[src/rtl/flash_load_pkg.sv]
package flash_load_pkg;

    localparam logic [15:0] REG_BLK  = 16'hF100;
    localparam logic [15:0] REG_DBS  = 16'hF101;
    localparam logic [15:0] REG_PAGE = 16'hF107;
    localparam logic [15:0] REG_BSEL = 16'hF200;
    localparam logic [15:0] REG_CMD  = 16'hF220;
    localparam logic [15:0] REG_STAT = 16'hF240;
    localparam logic [15:0] REG_INT  = 16'hF241;

    localparam int INT_BIT = 15;
    localparam int ERR_BIT = 10;

    typedef enum logic [3:0] {
        ST_IDLE,
        ST_W_BLK,
        ST_W_PAGE,
        ST_W_BSEL,
        ST_W_DBS,
        ST_W_CMD,
        ST_POLL,
        ST_STAT,
        ST_READ,
        ST_PUSH,
        ST_CLR,
        ST_DONE
    } fl_state_e;

endpackage

[src/rtl/flash_load_fmt.sv]
module flash_load_fmt #(
    parameter int BLK_W    = 10,
    parameter int PAGE_W   = 6,
    parameter int SIDX_W   = 2,
    parameter bit DUAL_DIE = 1'b1
) (
    input  logic [BLK_W-1:0]  blk_i,
    input  logic              die_i,
    input  logic [PAGE_W-1:0] page_i,
    input  logic [SIDX_W-1:0] sect_i,
    input  logic              buf_i,
    input  logic [SIDX_W-1:0] bsa_i,
    input  logic [SIDX_W-1:0] bsc_i,
    output logic [15:0]       d_blk_o,
    output logic [15:0]       d_page_o,
    output logic [15:0]       d_bsel_o,
    output logic [15:0]       d_dbs_o
);

    localparam int BIDX_W = SIDX_W + 1;

    logic [15:0] blk_field;
    assign blk_field = 16'(blk_i);

    generate
        if (DUAL_DIE) begin : g_dual
            assign d_blk_o = {die_i, blk_field[14:0]};
            assign d_dbs_o = {buf_i, 15'd0};
        end else begin : g_single
            logic unused_die;
            assign unused_die = die_i;
            assign d_blk_o    = {1'b0, blk_field[14:0]};
            assign d_dbs_o    = 16'd0;
        end
    endgenerate

    assign d_page_o = 16'({page_i, sect_i});

    logic [BIDX_W-1:0] bidx;
    assign bidx     = {buf_i, bsa_i};
    assign d_bsel_o = (16'(bidx) << 8) | 16'(bsc_i);

endmodule

[src/rtl/flash_load_poll_timer.sv]
module flash_load_poll_timer #(
    parameter int TO_W = 12
) (
    input  logic            clk,
    input  logic            rst_n,
    input  logic            clr_i,
    input  logic [TO_W-1:0] lim_i,
    input  logic            low_i,
    output logic            expire_o
);

    logic [TO_W-1:0] cnt_q;
    logic [TO_W-1:0] lim_q;
    logic [TO_W:0]   eff_lim;

    assign eff_lim  = (lim_q == '0) ? (TO_W+1)'(1) : {1'b0, lim_q};
    assign expire_o = low_i && (({1'b0, cnt_q} + (TO_W+1)'(1)) >= eff_lim);

    always_ff @(posedge clk or negedge rst_n) begin
        if (!rst_n) begin
            cnt_q <= '0;
            lim_q <= '0;
        end else if (clr_i) begin
            cnt_q <= '0;
            lim_q <= lim_i;
        end else if (low_i && !expire_o) begin
            cnt_q <= cnt_q + 1'b1;
        end
    end

    // the count of low reads never reaches the limit while polling
    p_cnt_bound_r9: assert property (@(posedge clk) disable iff (!rst_n)
        {1'b0, cnt_q} < eff_lim);

endmodule

[src/rtl/flash_load_rd_addr.sv]
module flash_load_rd_addr #(
    parameter int          SECT_WORDS = 256,
    parameter int          SECTS      = 4,
    parameter logic [15:0] BUF_BASE   = 16'h0200
) (
    input  logic                       clk,
    input  logic                       rst_n,
    input  logic                       load_i,
    input  logic                       adv_i,
    input  logic                       buf_i,
    input  logic [$clog2(SECTS)-1:0]   bsa_i,
    input  logic [$clog2(SECTS)-1:0]   bsc_i,
    output logic [15:0]                addr_o,
    output logic                       last_o
);

    localparam int SIDX_W  = $clog2(SECTS);
    localparam int SECT_AW = $clog2(SECT_WORDS);
    localparam logic [SECT_AW-1:0] W_MAX = SECT_AW'(SECT_WORDS - 1);

    logic              buf_q;
    logic [SIDX_W-1:0] bsa_q;
    logic [SIDX_W:0]   nsec_q;
    logic [SIDX_W-1:0] sk_q;
    logic [SECT_AW-1:0] w_q;
    logic [SIDX_W-1:0] sidx;

    assign sidx   = bsa_q + sk_q;
    assign addr_o = BUF_BASE + 16'({buf_q, sidx, w_q});
    assign last_o = (w_q == W_MAX) && ({1'b0, sk_q} == (nsec_q - (SIDX_W+1)'(1)));

    always_ff @(posedge clk or negedge rst_n) begin
        if (!rst_n) begin
            buf_q  <= 1'b0;
            bsa_q  <= '0;
            nsec_q <= (SIDX_W+1)'(1);
            sk_q   <= '0;
            w_q    <= '0;
        end else if (load_i) begin
            buf_q  <= buf_i;
            bsa_q  <= bsa_i;
            nsec_q <= (bsc_i == '0) ? (SIDX_W+1)'(SECTS) : {1'b0, bsc_i};
            sk_q   <= '0;
            w_q    <= '0;
        end else if (adv_i) begin
            if (w_q == W_MAX) begin
                w_q  <= '0;
                sk_q <= sk_q + 1'b1;
            end else begin
                w_q <= w_q + 1'b1;
            end
        end
    end

    // every accepted word that is not the last moves the read address
    p_addr_step_r10: assert property (@(posedge clk) disable iff (!rst_n)
        adv_i && !last_o && !load_i |=> addr_o != $past(addr_o));

endmodule

[src/rtl/flash_load_seq.sv]
module flash_load_seq
    import flash_load_pkg::*;
#(
    parameter int          BLK_W      = 10,
    parameter int          PAGE_W     = 6,
    parameter int          SECT_WORDS = 256,
    parameter int          TO_W       = 12,
    parameter bit          DUAL_DIE   = 1'b1,
    parameter logic [15:0] LOAD_CMD   = 16'h0000,
    parameter logic [15:0] BUF_BASE   = 16'h0200,
    localparam int         SIDX_W     = 2
) (
    input  logic              clk,
    input  logic              rst_n,
    input  logic              start_i,
    input  logic [BLK_W-1:0]  blk_i,
    input  logic              die_i,
    input  logic [PAGE_W-1:0] page_i,
    input  logic [SIDX_W-1:0] sect_i,
    input  logic              buf_i,
    input  logic [SIDX_W-1:0] bsa_i,
    input  logic [SIDX_W-1:0] bsc_i,
    input  logic [TO_W-1:0]   tmo_lim_i,
    output logic              busy_o,
    output logic              done_o,
    output logic              err_o,
    output logic              tout_o,
    output logic              bus_req_o,
    output logic              bus_we_o,
    output logic [15:0]       bus_addr_o,
    output logic [15:0]       bus_wdata_o,
    input  logic              bus_ack_i,
    input  logic [15:0]       bus_rdata_i,
    output logic              dout_valid_o,
    output logic [15:0]       dout_data_o,
    output logic              dout_last_o,
    input  logic              dout_ready_i
);

    localparam int SECTS = 1 << SIDX_W;

    fl_state_e st_q, st_d;

    logic [BLK_W-1:0]  blk_q;
    logic              die_q;
    logic [PAGE_W-1:0] page_q;
    logic [SIDX_W-1:0] sect_q;
    logic              buf_q;
    logic [SIDX_W-1:0] bsa_q;
    logic [SIDX_W-1:0] bsc_q;
    logic              err_q;
    logic              tout_q;
    logic [15:0]       word_q;

    logic        accept;
    logic        xfer;
    logic        int_hi;
    logic        low_read;
    logic        expire;
    logic        rd_load;
    logic        rd_adv;
    logic [15:0] rd_addr;
    logic        rd_last;
    logic [15:0] d_blk, d_page, d_bsel, d_dbs;

    assign accept   = (st_q == ST_IDLE) && start_i;
    assign xfer     = bus_req_o && bus_ack_i;
    assign int_hi   = bus_rdata_i[INT_BIT];
    assign low_read = (st_q == ST_POLL) && xfer && !int_hi;
    assign rd_load  = (st_q == ST_STAT) && xfer;
    assign rd_adv   = (st_q == ST_PUSH) && dout_ready_i;

    flash_load_fmt #(
        .BLK_W    (BLK_W),
        .PAGE_W   (PAGE_W),
        .SIDX_W   (SIDX_W),
        .DUAL_DIE (DUAL_DIE)
    ) fmt_i (
        .blk_i    (blk_q),
        .die_i    (die_q),
        .page_i   (page_q),
        .sect_i   (sect_q),
        .buf_i    (buf_q),
        .bsa_i    (bsa_q),
        .bsc_i    (bsc_q),
        .d_blk_o  (d_blk),
        .d_page_o (d_page),
        .d_bsel_o (d_bsel),
        .d_dbs_o  (d_dbs)
    );

    flash_load_poll_timer #(
        .TO_W (TO_W)
    ) tmr_i (
        .clk      (clk),
        .rst_n    (rst_n),
        .clr_i    (accept),
        .lim_i    (tmo_lim_i),
        .low_i    (low_read),
        .expire_o (expire)
    );

    flash_load_rd_addr #(
        .SECT_WORDS (SECT_WORDS),
        .SECTS      (SECTS),
        .BUF_BASE   (BUF_BASE)
    ) rda_i (
        .clk    (clk),
        .rst_n  (rst_n),
        .load_i (rd_load),
        .adv_i  (rd_adv),
        .buf_i  (buf_q),
        .bsa_i  (bsa_q),
        .bsc_i  (bsc_q),
        .addr_o (rd_addr),
        .last_o (rd_last)
    );

    // next-state logic
    always_comb begin
        st_d = st_q;
        unique case (st_q)
            ST_IDLE:   if (start_i) st_d = ST_W_BLK;
            ST_W_BLK:  if (xfer) st_d = ST_W_PAGE;
            ST_W_PAGE: if (xfer) st_d = ST_W_BSEL;
            ST_W_BSEL: if (xfer) st_d = DUAL_DIE ? ST_W_DBS : ST_W_CMD;
            ST_W_DBS:  if (xfer) st_d = ST_W_CMD;
            ST_W_CMD:  if (xfer) st_d = ST_POLL;
            ST_POLL: begin
                if (xfer) begin
                    if (int_hi)      st_d = ST_STAT;
                    else if (expire) st_d = ST_CLR;
                end
            end
            ST_STAT: begin
                if (xfer) st_d = bus_rdata_i[ERR_BIT] ? ST_CLR : ST_READ;
            end
            ST_READ:   if (xfer) st_d = ST_PUSH;
            ST_PUSH: begin
                if (dout_ready_i) st_d = rd_last ? ST_CLR : ST_READ;
            end
            ST_CLR:    if (xfer) st_d = ST_DONE;
            ST_DONE:   st_d = ST_IDLE;
            default:   st_d = ST_IDLE;
        endcase
    end

    // state register and captured request
    always_ff @(posedge clk or negedge rst_n) begin
        if (!rst_n) begin
            st_q   <= ST_IDLE;
            blk_q  <= '0;
            die_q  <= 1'b0;
            page_q <= '0;
            sect_q <= '0;
            buf_q  <= 1'b0;
            bsa_q  <= '0;
            bsc_q  <= '0;
            err_q  <= 1'b0;
            tout_q <= 1'b0;
            word_q <= '0;
        end else begin
            st_q <= st_d;
            if (accept) begin
                blk_q  <= blk_i;
                die_q  <= die_i;
                page_q <= page_i;
                sect_q <= sect_i;
                buf_q  <= buf_i;
                bsa_q  <= bsa_i;
                bsc_q  <= bsc_i;
                err_q  <= 1'b0;
                tout_q <= 1'b0;
            end
            if (rd_load && bus_rdata_i[ERR_BIT]) err_q <= 1'b1;
            if (low_read && expire) tout_q <= 1'b1;
            if ((st_q == ST_READ) && xfer) word_q <= bus_rdata_i;
        end
    end

    // outputs
    always_comb begin
        bus_req_o   = 1'b0;
        bus_we_o    = 1'b0;
        bus_addr_o  = 16'd0;
        bus_wdata_o = 16'd0;
        unique case (st_q)
            ST_W_BLK:  begin bus_req_o = 1'b1; bus_we_o = 1'b1; bus_addr_o = REG_BLK;  bus_wdata_o = d_blk;  end
            ST_W_PAGE: begin bus_req_o = 1'b1; bus_we_o = 1'b1; bus_addr_o = REG_PAGE; bus_wdata_o = d_page; end
            ST_W_BSEL: begin bus_req_o = 1'b1; bus_we_o = 1'b1; bus_addr_o = REG_BSEL; bus_wdata_o = d_bsel; end
            ST_W_DBS:  begin bus_req_o = 1'b1; bus_we_o = 1'b1; bus_addr_o = REG_DBS;  bus_wdata_o = d_dbs;  end
            ST_W_CMD:  begin bus_req_o = 1'b1; bus_we_o = 1'b1; bus_addr_o = REG_CMD;  bus_wdata_o = LOAD_CMD; end
            ST_POLL:   begin bus_req_o = 1'b1; bus_addr_o = REG_INT;  end
            ST_STAT:   begin bus_req_o = 1'b1; bus_addr_o = REG_STAT; end
            ST_READ:   begin bus_req_o = 1'b1; bus_addr_o = rd_addr;  end
            ST_CLR:    begin bus_req_o = 1'b1; bus_we_o = 1'b1; bus_addr_o = REG_INT; bus_wdata_o = 16'd0; end
            default:   ;
        endcase
    end

    assign busy_o       = (st_q != ST_IDLE);
    assign done_o       = (st_q == ST_DONE);
    assign err_o        = done_o && err_q;
    assign tout_o       = done_o && tout_q;
    assign dout_valid_o = (st_q == ST_PUSH);
    assign dout_data_o  = word_q;
    assign dout_last_o  = (st_q == ST_PUSH) && rd_last;

    // a pending request holds its address, direction and data
    p_bus_hold_r7: assert property (@(posedge clk) disable iff (!rst_n)
        bus_req_o && !bus_ack_i |=> bus_req_o && $stable(bus_addr_o)
                                     && $stable(bus_we_o) && $stable(bus_wdata_o));

    // an offered word stays until taken
    p_stream_hold_r11: assert property (@(posedge clk) disable iff (!rst_n)
        dout_valid_o && !dout_ready_i |=> dout_valid_o && $stable(dout_data_o)
                                          && $stable(dout_last_o));

    // no stream word after an error or a timeout
    p_no_stream_on_fault_r8: assert property (@(posedge clk) disable iff (!rst_n)
        dout_valid_o |-> !err_q && !tout_q);

    // done follows an acknowledged clear of the interrupt register
    p_done_after_clear_r12: assert property (@(posedge clk) disable iff (!rst_n)
        $rose(done_o) |-> $past(bus_req_o && bus_ack_i && bus_we_o
                                && (bus_addr_o == REG_INT) && (bus_wdata_o == 16'd0)));

    // done is a single-cycle pulse
    p_done_pulse_r12: assert property (@(posedge clk) disable iff (!rst_n)
        done_o |=> !done_o);

endmodule

[config.mk]
export PLATFORM = sky130hd
export DESIGN_NAME = flash_load_seq
export DESIGN_NICKNAME = d
export VERILOG_FILES = /design/src/rtl/flash_load_pkg.sv /design/src/rtl/flash_load_fmt.sv /design/src/rtl/flash_load_poll_timer.sv /design/src/rtl/flash_load_rd_addr.sv /design/src/rtl/flash_load_seq.sv
export SDC_FILE = /design/constraint.sdc
export NUM_CORES = 1
export LEC_CHECK = 0
export BUFFER_PORTS_ARGS = -buffer_cell sky130_fd_sc_hd__buf_2
export CAP_MARGIN = 40
export CORE_MARGIN = 1
export CORE_UTILIZATION = 45
export CTS_BUF_LIST = sky130_fd_sc_hd__clkbuf_4
export DETAILED_ROUTE_END_ITERATION = 10
export GPL_TIMING_DRIVEN = 0
export PLACE_DENSITY = 0.71
export SLEW_MARGIN = 20
export SYNTH_ARGS = -nofsm -noshare
export SYNTH_HDL_FRONTEND = slang
export SYNTH_SLANG_ARGS = --single-unit
[constraint.sdc]
create_clock -name clk -period 4.3 [get_ports clk]
set_clock_uncertainty 0.1 [all_clocks]
set_input_delay 0 -clock clk [delete_from_list [all_inputs] [get_ports clk]]
set_output_delay 0 -clock clk [all_outputs]
set_load 0.02 [all_outputs]
Word level (Yosys, flattened, before mapping)
Cells that the tools add are included.
Storage, ports and cells
  output and inout port bits: 56
  bits of input ports: 57
  logic and storage cells: 116
  flip-flop bits (word level): 86
Operators by class
  muxes and demuxes: 33
  add/subtract/negate cells: 7
  bitwise operators: 1
  $lt $le $gt $ge: 1
  equal/unequal tests: 25
  reductions and logical operators: 31
Operators by type and width (number)
  one-hot mux 16 bit (8 select lines): 1
  one-hot mux 16 bit (4 select lines): 1
  two-way mux 4 bit: 13
  one-hot mux 4 bit (11 select lines): 1
  two-way mux 12 bit: 3
  two-way mux 8 bit: 3
  != test 2 bit, second input constant: 10
  == test 4 x 3 -> 1 bit, second input constant: 4
  == test 4 bit, second input constant: 4
  logical AND 1 bit: 15
  adder 12 x 1 -> 13 bit, second input constant: 1
  >= comparator 13 bit: 1
  adder 10 x 11 -> 12 bit, first input constant: 1
  adder 12 x 1 -> 12 bit, second input constant: 1
  zero test 12 bit: 1
  AND reduction 12 bit: 1
  OR 11 x 2 -> 11 bit: 1
  two-way mux 2 bit: 5
  nonzero test 2 bit: 5
  OR reduction 9 bit: 1
  adder 8 x 1 -> 8 bit, second input constant: 1
  == test 4 x 2 -> 1 bit, second input constant: 2
  == test 8 bit, second input constant: 1
  OR reduction 6 bit: 1
  other kinds (15): 20

Depth between registers and ports, before layout
  word-level depth: 11
  depth in mapped cells: 13
  gate-level depth less buffers: 12

By module
Synthesis repeated with hierarchy kept, for this count alone.
Unflattened totals
  cells, all modules: 562
  area total of the unflattened synthesis: 5549.1 sq um
By module, submodules not included
  flash_load_seq: area each 2652.5 sq um, seq. area each 1151.1 sq um, times used 1, cells an instance 245
  flash_load_poll_timer: area each 1505.2 sq um, seq. area each 600.6 sq um, times used 1, cells an instance 164
  flash_load_rd_addr: area each 907.1 sq um, seq. area each 401.6 sq um, times used 1, cells an instance 88
  flash_load_fmt: area each 484.2 sq um, seq. area each 0.0 sq um, times used 1, cells an instance 65

Worst setup path after synthesis
Ideal clock, no wire load.
  path kind: register to register
  start point: register tmr_i.cnt_q[0]
  end point: register tmr_i.cnt_q[10]
  data required time: 4.082 ns
  data arrival time: 2.771 ns
  setup time: 0.118 ns
  path slack: 1.311 ns
  period minus slack after synthesis: 2.989 ns
  cell stages (with the launch flop): 14
  cells stage by stage: dfrtp_1 ha_1 and3_1 nand3_1 or3_1 nand2_1 ha_1 a21o_1 a21o_1 a211oi_4 nand3_2 and2_4 buf_6 a21o_1
On the way
  cells in the longest elaborated chain, start to end: 6
  elaborated cells between the ends (all ways): 9
  classes of those cells: 2 x add/sub; 1 x order compare; 2 x mux; 4 x reduce/logical
RTL lines
  from (decl): line flash_load_poll_timer.sv:12  | logic [TO_W-1:0] cnt_q;
  from (signal assigned): line flash_load_poll_timer.sv:27  | cnt_q <= cnt_q + 1'b1;
  adder 12 x 1 -> 13 bit: line flash_load_poll_timer.sv:17  | assign expire_o = low_i && (({1'b0, cnt_q} + (TO_W+1)'(1)) >= eff_lim);
  >= comparator 13 bit: line flash_load_poll_timer.sv:17
  logical AND 1 bit: line flash_load_poll_timer.sv:17
  zero test 1 bit: line flash_load_poll_timer.sv:26  | end else if (low_i && !expire_o) begin
  logical AND 1 bit: line flash_load_poll_timer.sv:26
  nonzero test 2 bit (no line)
Several ways; a longest one is shown, not always the timed one. The select of a mux whose other input is x is not followed.
A chain may end at the register's enable or synchronous reset.

Worst setup path in the final report
Same ends and word-level chain as after synthesis.

==> flow_metrics.tcl <==
set metrics [dict create \
    status "complete, no violations" \
    setup-tns-final_ps 0 \
    grt_pass1_vias 4217 \
    critical_path_buf_inv_count 1 \
    initial_drc_count 189 \
    drc_errors 0 \
    multi_input_area_um2 2338 \
    worst-slew-pin-transition_ps 633.5 \
    worst_hold_slack_ps 40.30 \
    postCtsSetupBuffers 0 \
    gp_routability_congestion 0.8445 \
    yosysTopAreaCellShare_pct 44.93 \
    crit_path_top_delay_cell "sky130_fd_sc_hd__o41ai_2" \
    cell_types_occupying_the_most_area_after_synthesis "sky130_fd_sc_hd__dfrtp_1 (45%), sky130_fd_sc_hd__mux2_1 (12%), sky130_fd_sc_hd__ha_1 (4.5%)" \
    grt_max_degree 53 \
    mostFrequentLayoutCells "sky130_fd_sc_hd__buf_2 (117), sky130_fd_sc_hd__dfrtp_1 (85), sky130_fd_sc_hd__dlygate4sd3_1 (56), sky130_fd_sc_hd__mux2_1 (49), sky130_fd_sc_hd__nor2_1 (38)" \
    grt_pass1_wl_um 20130 \
    diodes 0 \
    yosysWarningCount 0 \
    dp.final_hpwl_um 8405 \
    track_usage_pct 23.28 \
    cp-end-kind "flop" \
    max_stage_delay_ps 590 \
    worstHoldPathCells 3 \
    design.portCount 113 \
    cts-root-buf "sky130_fd_sc_hd__clkbuf_4" \
    die_w_um 104.6 \
    power.density_cell_area_nw_per_um2 577.8 \
    design.die.area_um2 10930 \
    synth_seq_area_share_pct 45.48 \
    initial_utilization_pct 46.07 \
    p_leak_nw 3.185 \
    drive_gt1_share_pct 25.35 \
    finalCoreUtilization_pct 60.31 \
    setup_viol 0 \
    yosysUniqueCellTypes 53 \
    cts.clk_slew.worst_paths_ps 140 \
    clk-insertion-delay-late_ps 450 \
    worst-setup-path-type "flop to flop" \
    synth-main-ff-cell "sky130_fd_sc_hd__dfrtp_1" \
    rows 37 \
    drt_first_pass_iters 4 \
    cts.path.max_buffers 2 \
    syn_area_per_cell_um2 10.29 \
    synthesis.instances 460 \
    ys_seq_elements 86 \
    worst_ep_required_time_ps 4540 \
    power.clock.fraction_pct 13.1 \
    seqPwrFrac_pct 37.1 \
    die-height_um 104.6 \
    yosysTopAreaCell "sky130_fd_sc_hd__dfrtp_1" \
    ff_latch_area_um2 2153 \
    fmaxAchievable_ghz 0.2879 \
    layout_worst_path_cycle_share_pct 80.78 \
    largest_driver_fanout_on_the_critical_path 6 \
    critPathLaunchType "flop" \
    rsz0062_at_grt "no" \
    filler_cell_count 866 \
    routed-via-count 4095 \
    asyncSetResetFlopFracSynth_pct 100.0 \
    finalCriticalPeriod_ps 3474 \
    gr-total-overflow 0 \
    areaGrowthSynthToFinish_pct 30.92 \
    mostFrequentLayoutCell "sky130_fd_sc_hd__buf_2" \
    power_switching_share_pct 43.50 \
    tritoncts_clock_tree "built" \
    place_worst_setup_slack_ps 876.6 \
    power.ir.vdd_worst_uv 421.0 \
    cp_top_family "simple AND/OR/NAND/NOR gates" \
    worst_ep_arrival_time_ps 3710 \
    path_depth 12 \
    syn_area_um2 4735 \
    routed_via_density 5.257 \
    share_comb_of_total_power_pct 49.8 \
    maxCapViolCount 0 \
    antenna_found_initial 0 \
    worstRegToRegCells 12 \
    wire_per_inst_um 15.66 \
    synth-edff-count 0 \
    antenna_violating_nets_post_route 0 \
    slew_headroom_pct 57.30 \
    cts_sinks 86 \
    hold_violations 0 \
    drt-total-wl_um 12200 \
    internal_power_w 0.002024 \
    switchingPower_w 0.001558 \
    setup_slack_of_the_critical_path_after_layout_ps 826.3 \
    place.port_buffers 107 \
    critical_path.cell_chain "ha_1, and3_1, nand3_1, or2_1, nand2_1, ha_1, a22o_1, o41ai_2, nand3_2, and2_4, buf_6, a21o_1" \
    min_path_type "input port to flop" \
    slew_violations 0 \
    cts_inserted_buffers 9 \
    finalNetCount 713 \
    worst_path_most_repeated_cell "sky130_fd_sc_hd__ha_1" \
    design.core.area_um2 10280 \
    cts_htree_levels 3 \
]
[power groups by stage]
stage	registers, W	logic (W)	clock network [W]
6_report	0.00133	0.00178	0.000469
5_1_grt	0.00136	0.00194	0.000510
4_1_cts	0.00132	0.00177	0.000480
3_5_place_dp	0.00134	0.00172	0
3_3_place_gp	0.00132	0.00167	0
2_1_floorplan	0.00137	0.00114	0
[final cells by class]
class	count	share of cell area (%)
repair buffers	165	18.49
clock inverters	6	1.110
inverters	21	1.272
flip-flops and latches	86	34.74
multi-input cells	326	37.73
clock buffers	9	1.090
plain buffers	30	2.826
well taps	136	2.745
[synthesized netlist by cell type, types with 7 or more instances]
cell	count
sky130_fd_sc_hd__dfrtp_1	85
sky130_fd_sc_hd__and2_1	9
sky130_fd_sc_hd__a21oi_1	30
sky130_fd_sc_hd__and3_1	10
sky130_fd_sc_hd__mux2_2	7
sky130_fd_sc_hd__nor2_1	38
sky130_fd_sc_hd__mux2_1	49
sky130_fd_sc_hd__xor2_1	10
sky130_fd_sc_hd__inv_1	21
sky130_fd_sc_hd__a22oi_1	7
sky130_fd_sc_hd__nand2_1	37
sky130_fd_sc_hd__nand2b_1	8
sky130_fd_sc_hd__buf_2	11
sky130_fd_sc_hd__o21ai_0	9
sky130_fd_sc_hd__nand3_1	12
sky130_fd_sc_hd__ha_1	17
sky130_fd_sc_hd__buf_4	9
sky130_fd_sc_hd__nand4_1	9
sky130_fd_sc_hd__a21o_1	8
[flip-flops by register name (all words and copies together), names as in the netlist, 3 cells and up]
register	cells
blk_q	10
tmr_i.lim_q	12
rda_i.nsec_q	3
tmr_i.cnt_q	12
dout_data_o	16
st_q	4
rda_i.w_q	8
page_q	6
[timing repair]
item,in CTS,in global routing
endpoints found under the hold margin,148,0
gates resized for setup,0,0
hold buffers,57,0
endpoints found under the setup margin,0,0
[per-stage QoR]
stage | instances | cell area, µm² | power [W]
finish | 779 | 6198 | 0.003581
global route | 779 | 6198 | 0.003818
CTS | 779 | 6198 | 0.003571
detailed placement | 707 | 5482 | 0.003060
global placement | 706 | 5451 | 0.002991
floorplan | 463 | 4746 | 0.002512
[logic make-up (layout without fill, tap and decap cells)]
family / after synthesis / after routing / share of synthesized area (%)
XOR/XNOR: 14 / 14 / 2.590
flip-flops: 86 / 86 / 45.48
multiplexers: 62 / 62 / 14.80
other: 1 / 4 / 0.07921
adder cells (fa/ha/maj): 18 / 18 / 4.704
buffers and inverters: 51 / 231 / 5.365
AND/OR/NAND/NOR: 150 / 150 / 16.17
AO/OA/AOI/OAI: 78 / 78 / 10.81
[worst reg2reg max path, cell delays in order (launching register included)]
cell and delay, ps:
sky130_fd_sc_hd__dfrtp_1 470, sky130_fd_sc_hd__ha_1 260, sky130_fd_sc_hd__and3_1 300, sky130_fd_sc_hd__nand3_1 180, sky130_fd_sc_hd__or2_1 250, sky130_fd_sc_hd__nand2_1 80
sky130_fd_sc_hd__ha_1 250, sky130_fd_sc_hd__a22o_1 230, sky130_fd_sc_hd__o41ai_2 590, sky130_fd_sc_hd__nand3_2 170, sky130_fd_sc_hd__and2_4 200, sky130_fd_sc_hd__buf_6 120
sky130_fd_sc_hd__a21o_1 170
[worst paths after layout]
kind                                startpoint              end  slack [ps]
worst max-delay path            tmr_i.cnt_q[0]  tmr_i.cnt_q[10]         830
worst min-delay path                   start_i        sect_q[1]          40
worst max register to register  tmr_i.cnt_q[0]  tmr_i.cnt_q[10]         830
worst min register to register        blk_q[2]         blk_q[2]         410
max in group asynchronous                rst_n  rda_i.nsec_q[0]        3320
min in group asynchronous                rst_n   dout_data_o[5]         490
[routing by layer]
layer	GRT usage, %	up-vias	routed length [µm]
met1	28.40	1975	5100
met4	10.26	0	340
li1	-	1958	-
met2	40.16	134	6020
met5	0	-	0
met3	4.304	28	737
No activity file was read; power rests on OpenSTA's default activity.
